<file path="src/rtl/uop_sequencer.sv">
module uop_sequencer #(
  parameter int AW = 12,
  parameter int unsigned SAVE_ADDR = 0,
  parameter int unsigned HANDLER_ADDR = 1,
  localparam int DW = AW + 4
) (
  input  logic          clk,
  input  logic          rst_n,
  input  logic          irq,
  output logic [AW-1:0] mem_addr,
  output logic [DW-1:0] mem_wdata,
  output logic          mem_rd,
  output logic          mem_wr,
  input  logic [DW-1:0] mem_rdata,
  output logic [1:0]    phase,
  output logic [AW-1:0] pc,
  output logic [DW-1:0] r1,
  output logic          int_en,
  output logic          halted
);
  localparam logic [1:0] PH_FETCH = 2'b00, PH_IND = 2'b01, PH_EXEC = 2'b10, PH_INT = 2'b11;
  localparam logic [2:0] OP_ADD = 3'b001, OP_ISZ = 3'b010, OP_BSA = 3'b011, OP_HALT = 3'b111;

  logic [1:0]    phase_q, phase_nx;
  logic [2:0]    step_q;
  logic [AW-1:0] pc_q, mar_q;
  logic [DW-1:0] mbr_q, r1_q;
  logic [DW-2:0] ir_q;
  logic          ie_q, halt_q, done;

  wire [2:0]    op      = ir_q[DW-2 -: 3];
  wire [AW-1:0] ir_addr = ir_q[AW-1:0];
  wire          rd_op   = (op == OP_ADD) || (op == OP_ISZ);

  assign mem_addr  = mar_q;
  assign mem_wdata = mbr_q;
  assign phase     = phase_q;
  assign pc        = pc_q;
  assign r1        = r1_q;
  assign int_en    = ie_q;
  assign halted    = halt_q;

  assign mem_rd = !halt_q && step_q == 3'd1 &&
                  (phase_q == PH_FETCH || phase_q == PH_IND || (phase_q == PH_EXEC && rd_op));
  assign mem_wr = !halt_q && ((phase_q == PH_INT && step_q == 3'd2) ||
                  (phase_q == PH_EXEC && op == OP_ISZ && step_q == 3'd4) ||
                  (phase_q == PH_EXEC && op == OP_BSA && step_q == 3'd1));

  always_comb begin
    done = 1'b0;
    phase_nx = PH_FETCH;
    case (phase_q)
      PH_FETCH: begin done = step_q == 3'd3; phase_nx = mbr_q[DW-1] ? PH_IND : PH_EXEC; end
      PH_IND:   begin done = step_q == 3'd3; phase_nx = PH_EXEC; end
      PH_INT:   begin done = step_q == 3'd2; phase_nx = PH_FETCH; end
      default: begin
        case (op)
          OP_ADD:  done = step_q == 3'd3;
          OP_ISZ:  done = step_q == 3'd4;
          OP_BSA:  done = step_q == 3'd2;
          OP_HALT: done = 1'b0;
          default: done = 1'b1;
        endcase
        phase_nx = (irq && ie_q) ? PH_INT : PH_FETCH;
      end
    endcase
  end

  always_ff @(posedge clk) begin
    if (!rst_n) begin
      phase_q <= PH_FETCH;
      step_q  <= '0;
      pc_q    <= '0;
      mar_q   <= '0;
      mbr_q   <= '0;
      ir_q    <= '0;
      r1_q    <= '0;
      ie_q    <= 1'b1;
      halt_q  <= 1'b0;
    end else if (!halt_q) begin
      step_q <= done ? 3'd0 : step_q + 3'd1;
      if (done) phase_q <= phase_nx;
      if (done && phase_q == PH_EXEC && phase_nx == PH_INT) ie_q <= 1'b0;
      case (phase_q)
        PH_FETCH: case (step_q)
          3'd0: mar_q <= pc_q;
          3'd2: begin mbr_q <= mem_rdata; pc_q <= pc_q + AW'(1); end
          3'd3: ir_q <= mbr_q[DW-2:0];
          default: ;
        endcase
        PH_IND: case (step_q)
          3'd0: mar_q <= ir_addr;
          3'd2: mbr_q <= mem_rdata;
          3'd3: ir_q[AW-1:0] <= mbr_q[AW-1:0];
          default: ;
        endcase
        PH_INT: case (step_q)
          3'd0: mbr_q <= DW'(pc_q);
          3'd1: begin mar_q <= AW'(SAVE_ADDR); pc_q <= AW'(HANDLER_ADDR); end
          default: ;
        endcase
        default: case (op)
          OP_ADD: case (step_q)
            3'd0: mar_q <= ir_addr;
            3'd2: mbr_q <= mem_rdata;
            3'd3: r1_q <= r1_q + mbr_q;
            default: ;
          endcase
          OP_ISZ: case (step_q)
            3'd0: mar_q <= ir_addr;
            3'd2: mbr_q <= mem_rdata;
            3'd3: mbr_q <= mbr_q + DW'(1);
            3'd4: if (mbr_q == '0) pc_q <= pc_q + AW'(1);
            default: ;
          endcase
          OP_BSA: case (step_q)
            3'd0: begin mar_q <= ir_addr; mbr_q <= DW'(pc_q); end
            3'd1: pc_q <= ir_addr;
            3'd2: pc_q <= pc_q + AW'(1);
            default: ;
          endcase
          OP_HALT: halt_q <= 1'b1;
          default: ;
        endcase
      endcase
    end
  end
endmodule

</file>
<file path="config.mk">
export PLATFORM = sky130hd
export DESIGN_NAME = uop_sequencer
export DESIGN_NICKNAME = d
export VERILOG_FILES = /design/src/rtl/uop_sequencer.sv
export SDC_FILE = /design/constraint.sdc
export NUM_CORES = 1
export LEC_CHECK = 0
export BUFFER_PORTS_ARGS = -buffer_cell sky130_fd_sc_hd__buf_2
export CAP_MARGIN = 20
export CORE_ASPECT_RATIO = 1.25
export CORE_MARGIN = 1.5
export CORE_UTILIZATION = 40
export CTS_CLUSTER_DIAMETER = 150
export DETAILED_ROUTE_END_ITERATION = 10
export GPL_TIMING_DRIVEN = 0
export HOLD_SLACK_MARGIN = 0.1
export PLACE_DENSITY_LB_ADDON = 0.25
export SYNTH_ARGS = -nofsm -noshare
export SYNTH_HDL_FRONTEND = slang
export SYNTH_SLANG_ARGS = --single-unit
</file>
<file path="constraint.sdc">
create_clock -name clk -period 5.9 [get_ports clk]
set_clock_uncertainty 0.05 [all_clocks]
set_input_delay 1.18 -clock clk [delete_from_list [all_inputs] [get_ports clk]]
set_output_delay 1.18 -clock clk [all_outputs]
set_load 0.1 [all_outputs]
</file>
==> results of run 1 <==
==> worst max-delay path by stage <==
stage	endpoint	cells after the start
floorplan	mem_rd	5
global placement	mem_rd	7
detailed placement	mem_rd	7
CTS	mem_rd	7
global route	mem_rd	7
finish	mem_rd	7
==> per-stage QoR <==
stage	instances	power, W	hold WS [ns]	cell area (um2)
floorplan	782	0.002482	0.3996	5907
global placement	1040	0.002950	0.4068	6530
detailed placement	1040	0.002956	0.4160	6530
CTS	1056	0.003539	0.4231	6829
global route	1056	0.003754	0.4389	6829
finish	1056	0.003552	0.4185	6829
==> report_power, final <==
| group | total (W) | internal [W] | switching [W] |
|---|---|---|---|
| combinational | 0.00222 | 0.000648 | 0.00157 |
| sequential | 0.000757 | 0.000622 | 0.000136 |
| clock | 0.000577 | 0.000331 | 0.000246 |
| total | 0.00355 | 0.00160 | 0.00195 |
==> cell usage in the layout, fill, tap and decap left out, drive strengths merged, types with 6 or more instances in the layout <==
master and n:
a211oi 17, a21o 7, a21oi 71, a31oi 10, and3 8, buf 113
clkbuf 44, dfxtp 78, ha 28, inv 25, mux2 6, mux2i 20
nand2 109, nand2b 15, nand3 38, nand4 10, nor2 62, nor3 16
nor4 7, o211ai 20, o21ai 48, o22ai 9, or3 7, xnor2 16
xor2 7
==> state kept, by name, indices dropped and copies added (netlist names) <==
register	flops
mem_wdata	16
step_q	3
r1	16
pc	12
phase	2
ir_q	15
int_en	1
halted	1
mem_addr	12
==> critical path, stage by stage, from the launching register on <==
cell and delay, ns:
dfxtp_1 0.38, buf_2 0.23, clkbuf_1 0.49, buf_2 0.37, xor2_1 0.18, a31oi_1 0.09, nor3_1 0.16, buf_2 0.45
==> kinds of logic after synthesis <==
kind of cell / share of synthesized area, %
mux: 4.533
simple gates: 24.40
compound gates: 27.03
buf+inv: 7.922
flops: 26.44
fa+ha+maj: 6.270
xor+xnor: 3.410
==> per-layer routing <==
metal  vias to the layer above  GRT usage, %  wire length, um
met2                       262         43.87             9777
li1                       3036             -                -
met1                      2911         31.29             8519
met5                         -             0                0
met3                        49         3.278             1158
met4                         0         12.99              726
==> final cells by class <==
cell class | instances | area [um2] | share of cell area, %
clock buffer | 10 | 229.0 | 3.353
inverter | 25 | 93.84 | 1.374
buffer | 67 | 374.1 | 5.478
sequential | 78 | 1562 | 22.87
tap | 178 | 222.7 | 3.261
multi-input combinational | 612 | 3877 | 56.78
timing repair buffer | 80 | 400.4 | 5.863
clock inverter | 6 | 70.07 | 1.026
==> impl_metrics.csv, run 1 <==
group,metric,value,unit
sta,rsz0062_at_grt,"false",
yosys,yosysTopAreaCell,"dfxtp_1",
finish,fin_nets,921,
yosys,ys_types,77,
yosys,ys_ff_latch,78,
finish,fillerInstances,1474,
sta,timing.final.crit_share,66.97,%
placement,post-place-ws,2.388,ns
yosys,synth_edf_count,0,
setup_path,cp.arrival,2.72,ns
sta,tightest_slew,0.8434,ns
detailed_routing,vias,6258,
detailed_routing,ant_nets,0,
yosys,synthFlopType,"dfxtp_1",
finish,area_growth,15.61,%
clocking,cts_tree,"done",
detailed_routing,first_iter_violations,439,
grt,grt.total_usage,25.60,%
setup_path,crit_fanout,10,
setup_path,startpoint_type,"register",
sta,setup_violations,0,
finish,drive_above_1_share,17.31,%
detailed_routing,wl,20.18,mm
clocking,clock-root-buffer,"clkbuf_16",
detailed_routing,drc,0,
placement,gp_congestion,0.9831,
yosys,yosys_warnings,0,
detailed_routing,wl_per_cell,19.11,um
yosys,ys_seq_area_share,26.44,%
power_and_ir_drop,p_per_area,520.1,nW/um2
detailed_routing,avgViaCountPerCell,5.926,
clocking,post_cts_buffers,0,
placement,dp_hpwl,15.27,mm
die,dieArea,15510,um2
clocking,cts_hold_buffers,0,
clocking,cts_inserted_buffers,9,
setup_path,r2r_slack,3.09,ns
die,die_x,111.7,um
setup_path,endpoint_kind,"primary output",
yosys,avgSynthCellArea,7.554,um2
die,io_pins,81,
yosys,synth_area_leaders,"dfxtp_1 (26%), nand2_1 (6.9%), a21oi_1 (5.9%), ha_1 (5.9%), o21ai_0 (3.9%)",
sta,tns,0,ns
clocking,clkTransAtPathRegs,0.06,ns
worst_hold_path,hp-start,"r1[3]",
worst_hold_path,min_to,"r1[3]",
setup_path,rr_startpoint,"mem_wdata[0]",
finish,utilization,47.40,%
die,core,14410,um2
clocking,cts-resized-gates,0,
setup_path,crit_type,"register to primary output",
clocking,cts_sinks,78,
detailed_routing,drt_first_pass_iters,7,
sta,hold_violations,0,
clocking,clk_path_buf_depth,2,
setup_path,crit_start,"ir_q[12]",
clocking,clk_latency,0.36,ns
worst_hold_path,hold_depth,2,
die,fp.dieH,138.9,um
power_and_ir_drop,leakage,2.775,nW
grt,antenna_found_initial,0,
setup_path,rr_worst_depth,9,
yosys,synthArstFlopShare,0,%
die,fp-row-count,49,
placement,port_buffers,80,
grt,grt_max_degree,15,
sta,finalCriticalPeriod,3.951,ns
sta,timing.final.ws_setup,1.949,ns
grt,gr-total-overflow,0,
setup_path,worstPathRequired,4.67,ns
grt,grt_pass1_wl,31.41,mm
worst_hold_path,hold_path.class,"register to register",
yosys,post-synth-top-count-cell,"nand2_1",
die,initial_core_util,41.00,%
setup_path,rr_endpoint,"r1[8]",
power_and_ir_drop,vdd.ir_drop.worst,364.6,uV
clocking,ctsHtreeMaxLevel,3,
yosys,netlist_area,5907,um2
run_status,status,"completed",
sta,finalMaxSlewViolations,0,
yosys,postSynthCellCount,782,
sta,fmax,0.2531,GHz
run,maxCapViolCount,0,
yosys,synth_common_cells,"nand2_1 (109), dfxtp_1 (78), a21oi_1 (70)",
finish,diodes,0,
yosys,netlist.area_leader.share,26.44,%
yosys,synth_nets,830,
grt,grt_pass1_vias,5726,
sta,slew_headroom,43.77,%
Note: power is estimated with default switching activity, not from simulation.
==> inputs of run 2 (changes only) <==
==> constraint.sdc (replaced) <==
create_clock -name clk -period 3.65 [get_ports clk]
set_clock_uncertainty 0.05 [all_clocks]
set_input_delay 0.73 -clock clk [delete_from_list [all_inputs] [get_ports clk]]
set_output_delay 0.73 -clock clk [all_outputs]
set_load 0.1 [all_outputs]
==> impl_metrics.csv, run 2 (synthesized netlist as in run 1, its figures left out) <==
group,metric,value,unit
sta,finalCriticalPeriod,3.458,ns
finish,fin_nets,921,
setup_path,cp.arrival,2.68,ns
detailed_routing,ant_nets,0,
finish,final_common_cell,"nand2_1",
setup_path,crit_fanout,10,
clocking,clk_latency,0.36,ns
finish,post_layout_nonfiller_instances,1056,
sta,timing.final.crit_share,94.74,%
run_status,status,"completed",
setup_path,crit_start,"ir_q[12]",
grt,grt_pass1_wl,31.03,mm
clocking,cts_hold_buffers,0,
setup_path,startpoint_type,"register",
detailed_routing,first_iter_violations,539,
detailed_routing,drc,0,
sta,setup_violations,0,
detailed_routing,avgViaCountPerCell,5.968,
finish,drive_above_1_share,17.65,%
finish,diodes,0,
grt,grt.total_usage,25.27,%
finish,fillerInstances,1448,
clocking,cts_tree,"done",
detailed_routing,drt_first_pass_iters,5,
finish,utilization,47.33,%
grt,grt_max_degree,16,
die,io_pins,81,
worst_hold_path,hp-start,"int_en",
placement,post-place-ws,0.6306,ns
grt,antenna_found_initial,0,
placement,dp_hpwl,15.06,mm
run,maxCapViolCount,0,
clocking,cts_inserted_buffers,9,
power_and_ir_drop,leakage,2.762,nW
worst_hold_path,hold_path.class,"register to register",
placement,port_buffers,80,
power_and_ir_drop,vdd.ir_drop.worst,768.2,uV
die,die_x,111.7,um
setup_path,endpoint_kind,"primary output",
die,core,14410,um2
clocking,post_cts_buffers,0,
setup_path,worstPathRequired,2.87,ns
setup_path,rr_startpoint,"mem_wdata[0]",
die,fp.dieH,138.9,um
sta,tns,0,ns
detailed_routing,vias,6302,
clocking,cts-resized-gates,0,
die,fp-row-count,49,
die,dieArea,15510,um2
clocking,ctsHtreeMaxLevel,3,
grt,gr-total-overflow,0,
sta,hold_violations,0,
clocking,clk_path_buf_depth,2,
finish,layout_common_cells,"nand2_1 (109), buf_2 (98), dfxtp_1 (78)",
power_and_ir_drop,p_per_area,835.2,nW/um2
sta,fmax,0.2892,GHz
sta,rsz0062_at_grt,"false",
grt,grt_pass1_vias,5674,
die,initial_core_util,41.00,%
sta,tightest_slew,0.8104,ns
finish,area_growth,15.44,%
sta,finalMaxSlewViolations,0,
setup_path,crit_type,"register to primary output",
clocking,cts_sinks,78,
placement,place_inst,1040,
clocking,clock-root-buffer,"clkbuf_16",
sta,slew_headroom,45.97,%
detailed_routing,wl_per_cell,18.87,um
clocking,clkTransAtPathRegs,0.06,ns
detailed_routing,wl,19.93,mm
placement,gp_congestion,0.9798,
sta,timing.final.ws_setup,0.1920,ns
placement,place_area,6539,um2
finish,fin_area,6819,um2
## run 2: worst paths after layout
path                            slack, ns  cells after the start     end
worst min-delay path                 0.42                      1  int_en
worst max-delay path                 0.19                      7  mem_rd
worst min register to register       0.42                      1  int_en
worst max register to register       0.95                      9   r1[8]
## run 2: layout make-up
class                      count  area (um2)  share of cell area, %
timing repair buffer          80       400.4                  5.872
sequential                    78        1562                  22.90
clock inverter                 7       55.05                 0.8073
clock buffer                   9       225.2                  3.303
buffer                        67       374.1                  5.486
tap                          178       222.7                  3.266
inverter                      25       93.84                  1.376
multi-input combinational    612        3886                  56.99
## run 2: worst max-delay path: stages, from the launching register on
cell and delay [ns]:
dfxtp_1 0.38, buf_2 0.22, clkbuf_1 0.47, buf_2 0.38, xor2_1 0.18, a31oi_1 0.11
nor3_2 0.12, buf_2 0.45
## run 2: layer usage
metal  wire, um  vias up  track usage [%]
li1           -     3031                -
met1       8381     2930            31.15
met2       9613      285            42.75
met3       1140       56            2.972
met4        796        0            13.79
met5          0        -                0
## run 2: power by group
group / leakage, nW / total, W / switching [W] / internal, W
Combinational: 2.00 / 0.00359 / 0.00255 / 0.00105
Sequential: 0.633 / 0.00122 / 0.000213 / 0.00101
Clock: 0.133 / 0.000882 / 0.000414 / 0.000468
## run 2: through the flow
step	hold slack [ns]	power [W]
after floorplan	0.3996	0.004016
after global placement	0.4073	0.004761
after detailed placement	0.4070	0.004764
after CTS	0.4238	0.005661
after global routing	0.4453	0.006003
final	0.4198	0.005695
==> inputs of run 3 (changes only) <==
--- a/config.mk
+++ b/config.mk
@@ -7,6 +7,8 @@
 export LEC_CHECK = 0
 export BUFFER_PORTS_ARGS = -buffer_cell sky130_fd_sc_hd__buf_2
 export CAP_MARGIN = 20
+export CELL_PAD_IN_SITES_DETAIL_PLACEMENT = 0
+export CELL_PAD_IN_SITES_GLOBAL_PLACEMENT = 1
 export CORE_ASPECT_RATIO = 1.25
 export CORE_MARGIN = 1.5
 export CORE_UTILIZATION = 40
==> impl_metrics.csv, run 3 (synthesized netlist as in run 1, its figures left out) <==
group,metric,value,unit
die,io_pins,81,
sta,fmax,0.2820,GHz
placement,port_buffers,80,
setup_path,endpoint_kind,"primary output",
finish,utilization,47.50,%
setup_path,worstPathRequired,2.87,ns
finish,fin_nets,921,
power_and_ir_drop,vdd.ir_drop.worst,557.4,uV
grt,met1_usage,33.77,%
clocking,cts_hold_buffers,0,
finish,area_growth,15.87,%
grt,use_met2,50.42,%
power_and_ir_drop,switchingPower,0.003268,W
finish,fillerInstances,1462,
setup_path,cpPeakStageDelay,0.56,ns
clocking,cts_tree,"done",
sta,tightest_slew,0.8774,ns
sta,fin_hold_ws,0.4199,ns
power_and_ir_drop,p_clk_share,16.4,%
finish,diodes,0,
clocking,clk_path_buf_depth,2,
power_and_ir_drop,comb_power_share,62.6,%
clocking,cts-resized-gates,0,
clocking,cts_inserted_buffers,9,
sta,tns,0,ns
run_status,status,"completed",
power_and_ir_drop,pwr-share-seq,21.0,%
detailed_routing,ant_nets,0,
die,initial_core_util,41.00,%
power_and_ir_drop,leakage,2.778,nW
grt,antenna_found_initial,0,
sta,hold_violations,0,
die,fp-row-count,49,
die,die_x,111.7,um
setup_path,path_common_cell,"buf_2",
finish,final-seq-area,1562,um2
detailed_routing,drc,0,
setup_path,crit_type,"register to primary output",
detailed_routing,drt_first_pass_iters,5,
worst_hold_path,hold_path.class,"register to register",
die,fp.dieH,138.9,um
grt,grt_pass1_vias,6248,
detailed_routing,wl,22.12,mm
setup_path,rr_startpoint,"mem_wdata[0]",
power_and_ir_drop,p_per_area,856.5,nW/um2
die,dieArea,15510,um2
clocking,clock-root-buffer,"clkbuf_16",
setup_path,path_cells,"buf_2 -> clkbuf_1 -> buf_2 -> xor2_1 -> a31oi_1 -> nor3_2 -> buf_2",
grt,grt_max_degree,16,
setup_path,cp_slowest_cell,"clkbuf_1",
detailed_routing,vias,6378,
grt,gr-total-overflow,0,
grt,grt_pass1_wl,34.71,mm
finish,multi_input_area,3886,um2
grt,grt_busiest_layer,"met2",
finish,layout_common_cells,"nand2_1 (109), buf_2 (98), dfxtp_1 (78)",
clocking,cts_sinks,78,
detailed_routing,first_iter_violations,475,
clocking,ctsHtreeMaxLevel,3,
sta,timing.final.crit_share,97.15,%
die,core,14410,um2
power_and_ir_drop,swShare,55.75,%
setup_path,crit_start,"ir_q[12]",
power_and_ir_drop,p_int,0.002594,W
worst_hold_path,hp-start,"r1[5]",
grt,use_met3,3.584,%
clocking,post_cts_buffers,0,
sta,rsz0062_at_grt,"false",
setup_path,startpoint_type,"register",
sta,finalCriticalPeriod,3.546,ns
finish,drive_above_1_share,17.65,%
sta,setup_violations,0,
sta,finalMaxSlewViolations,0,
finish,fin_area,6844,um2
detailed_routing,wl_per_cell,20.95,um
grt,grt.total_usage,28.47,%
setup_path,crit_fanout,10,
placement,dp_hpwl,16.61,mm
clocking,clk_latency,0.36,ns
setup_path,cp.arrival,2.77,ns
detailed_routing,avgViaCountPerCell,6.040,
run,maxCapViolCount,0,
placement,gp_congestion,0.9242,
sta,slew_headroom,41.51,%
clocking,clkTransAtPathRegs,0.07,ns
placement,place_area,6539,um2
finish,final_common_cell,"nand2_1",
## run 3: path summary, 6_finish.rpt
| check | depth (start not counted) | slack, ns | to |
|---|---|---|---|
| max | 7 | 0.10 | mem_rd |
| min | 2 | 0.42 | r1[5] |
| min reg2reg | 2 | 0.42 | r1[5] |
| max reg2reg | 9 | 0.85 | r1[8] |
## run 3: cell type report
class | instances | area share, %
Multi-Input combinational cell | 612 | 56.78
Sequential cell | 78 | 22.82
Timing Repair Buffer | 80 | 5.850
Buffer | 67 | 5.466
Clock buffer | 9 | 3.291
Tap cell | 178 | 3.254
Inverter | 25 | 1.371
Clock inverter | 7 | 1.170
## run 3: critical path, delay by kind of cell (launching register included)
kind | cells | cell delay (ns)
buffers and inverters | 4 | 1.63
flip-flops | 1 | 0.35
XOR/XNOR | 1 | 0.18
AND/OR/NAND/NOR | 1 | 0.13
AO/OA/AOI/OAI | 1 | 0.11
## run 3: stage by stage
stage	total power, W	instances	setup WS (ns)
CTS	0.005832	1056	0.1582
floorplan	0.004016	782	0.02523
finish	0.005862	1056	0.1039
global route	0.006155	1056	0.1063
detailed placement	0.004857	1040	0.5572
global placement	0.004819	1040	0.5740
## run 3: power groups by stage
stage / Clock [W] / Combinational (W) / Sequential [W]
2_1_floorplan: 0 / 0.00197 / 0.00205
3_3_place_gp: 0 / 0.00358 / 0.00124
3_5_place_dp: 0 / 0.00361 / 0.00124
4_1_cts: 0.000971 / 0.00363 / 0.00123
5_1_grt: 0.00101 / 0.00390 / 0.00125
6_report: 0.000961 / 0.00367 / 0.00123
## run 3: layer usage
metal / share of wire, % / wire (um)
met1: 41 / 9071
met2: 50 / 11090
met3: 4.9 / 1080
met4: 4.0 / 878
met5: 0 / 0
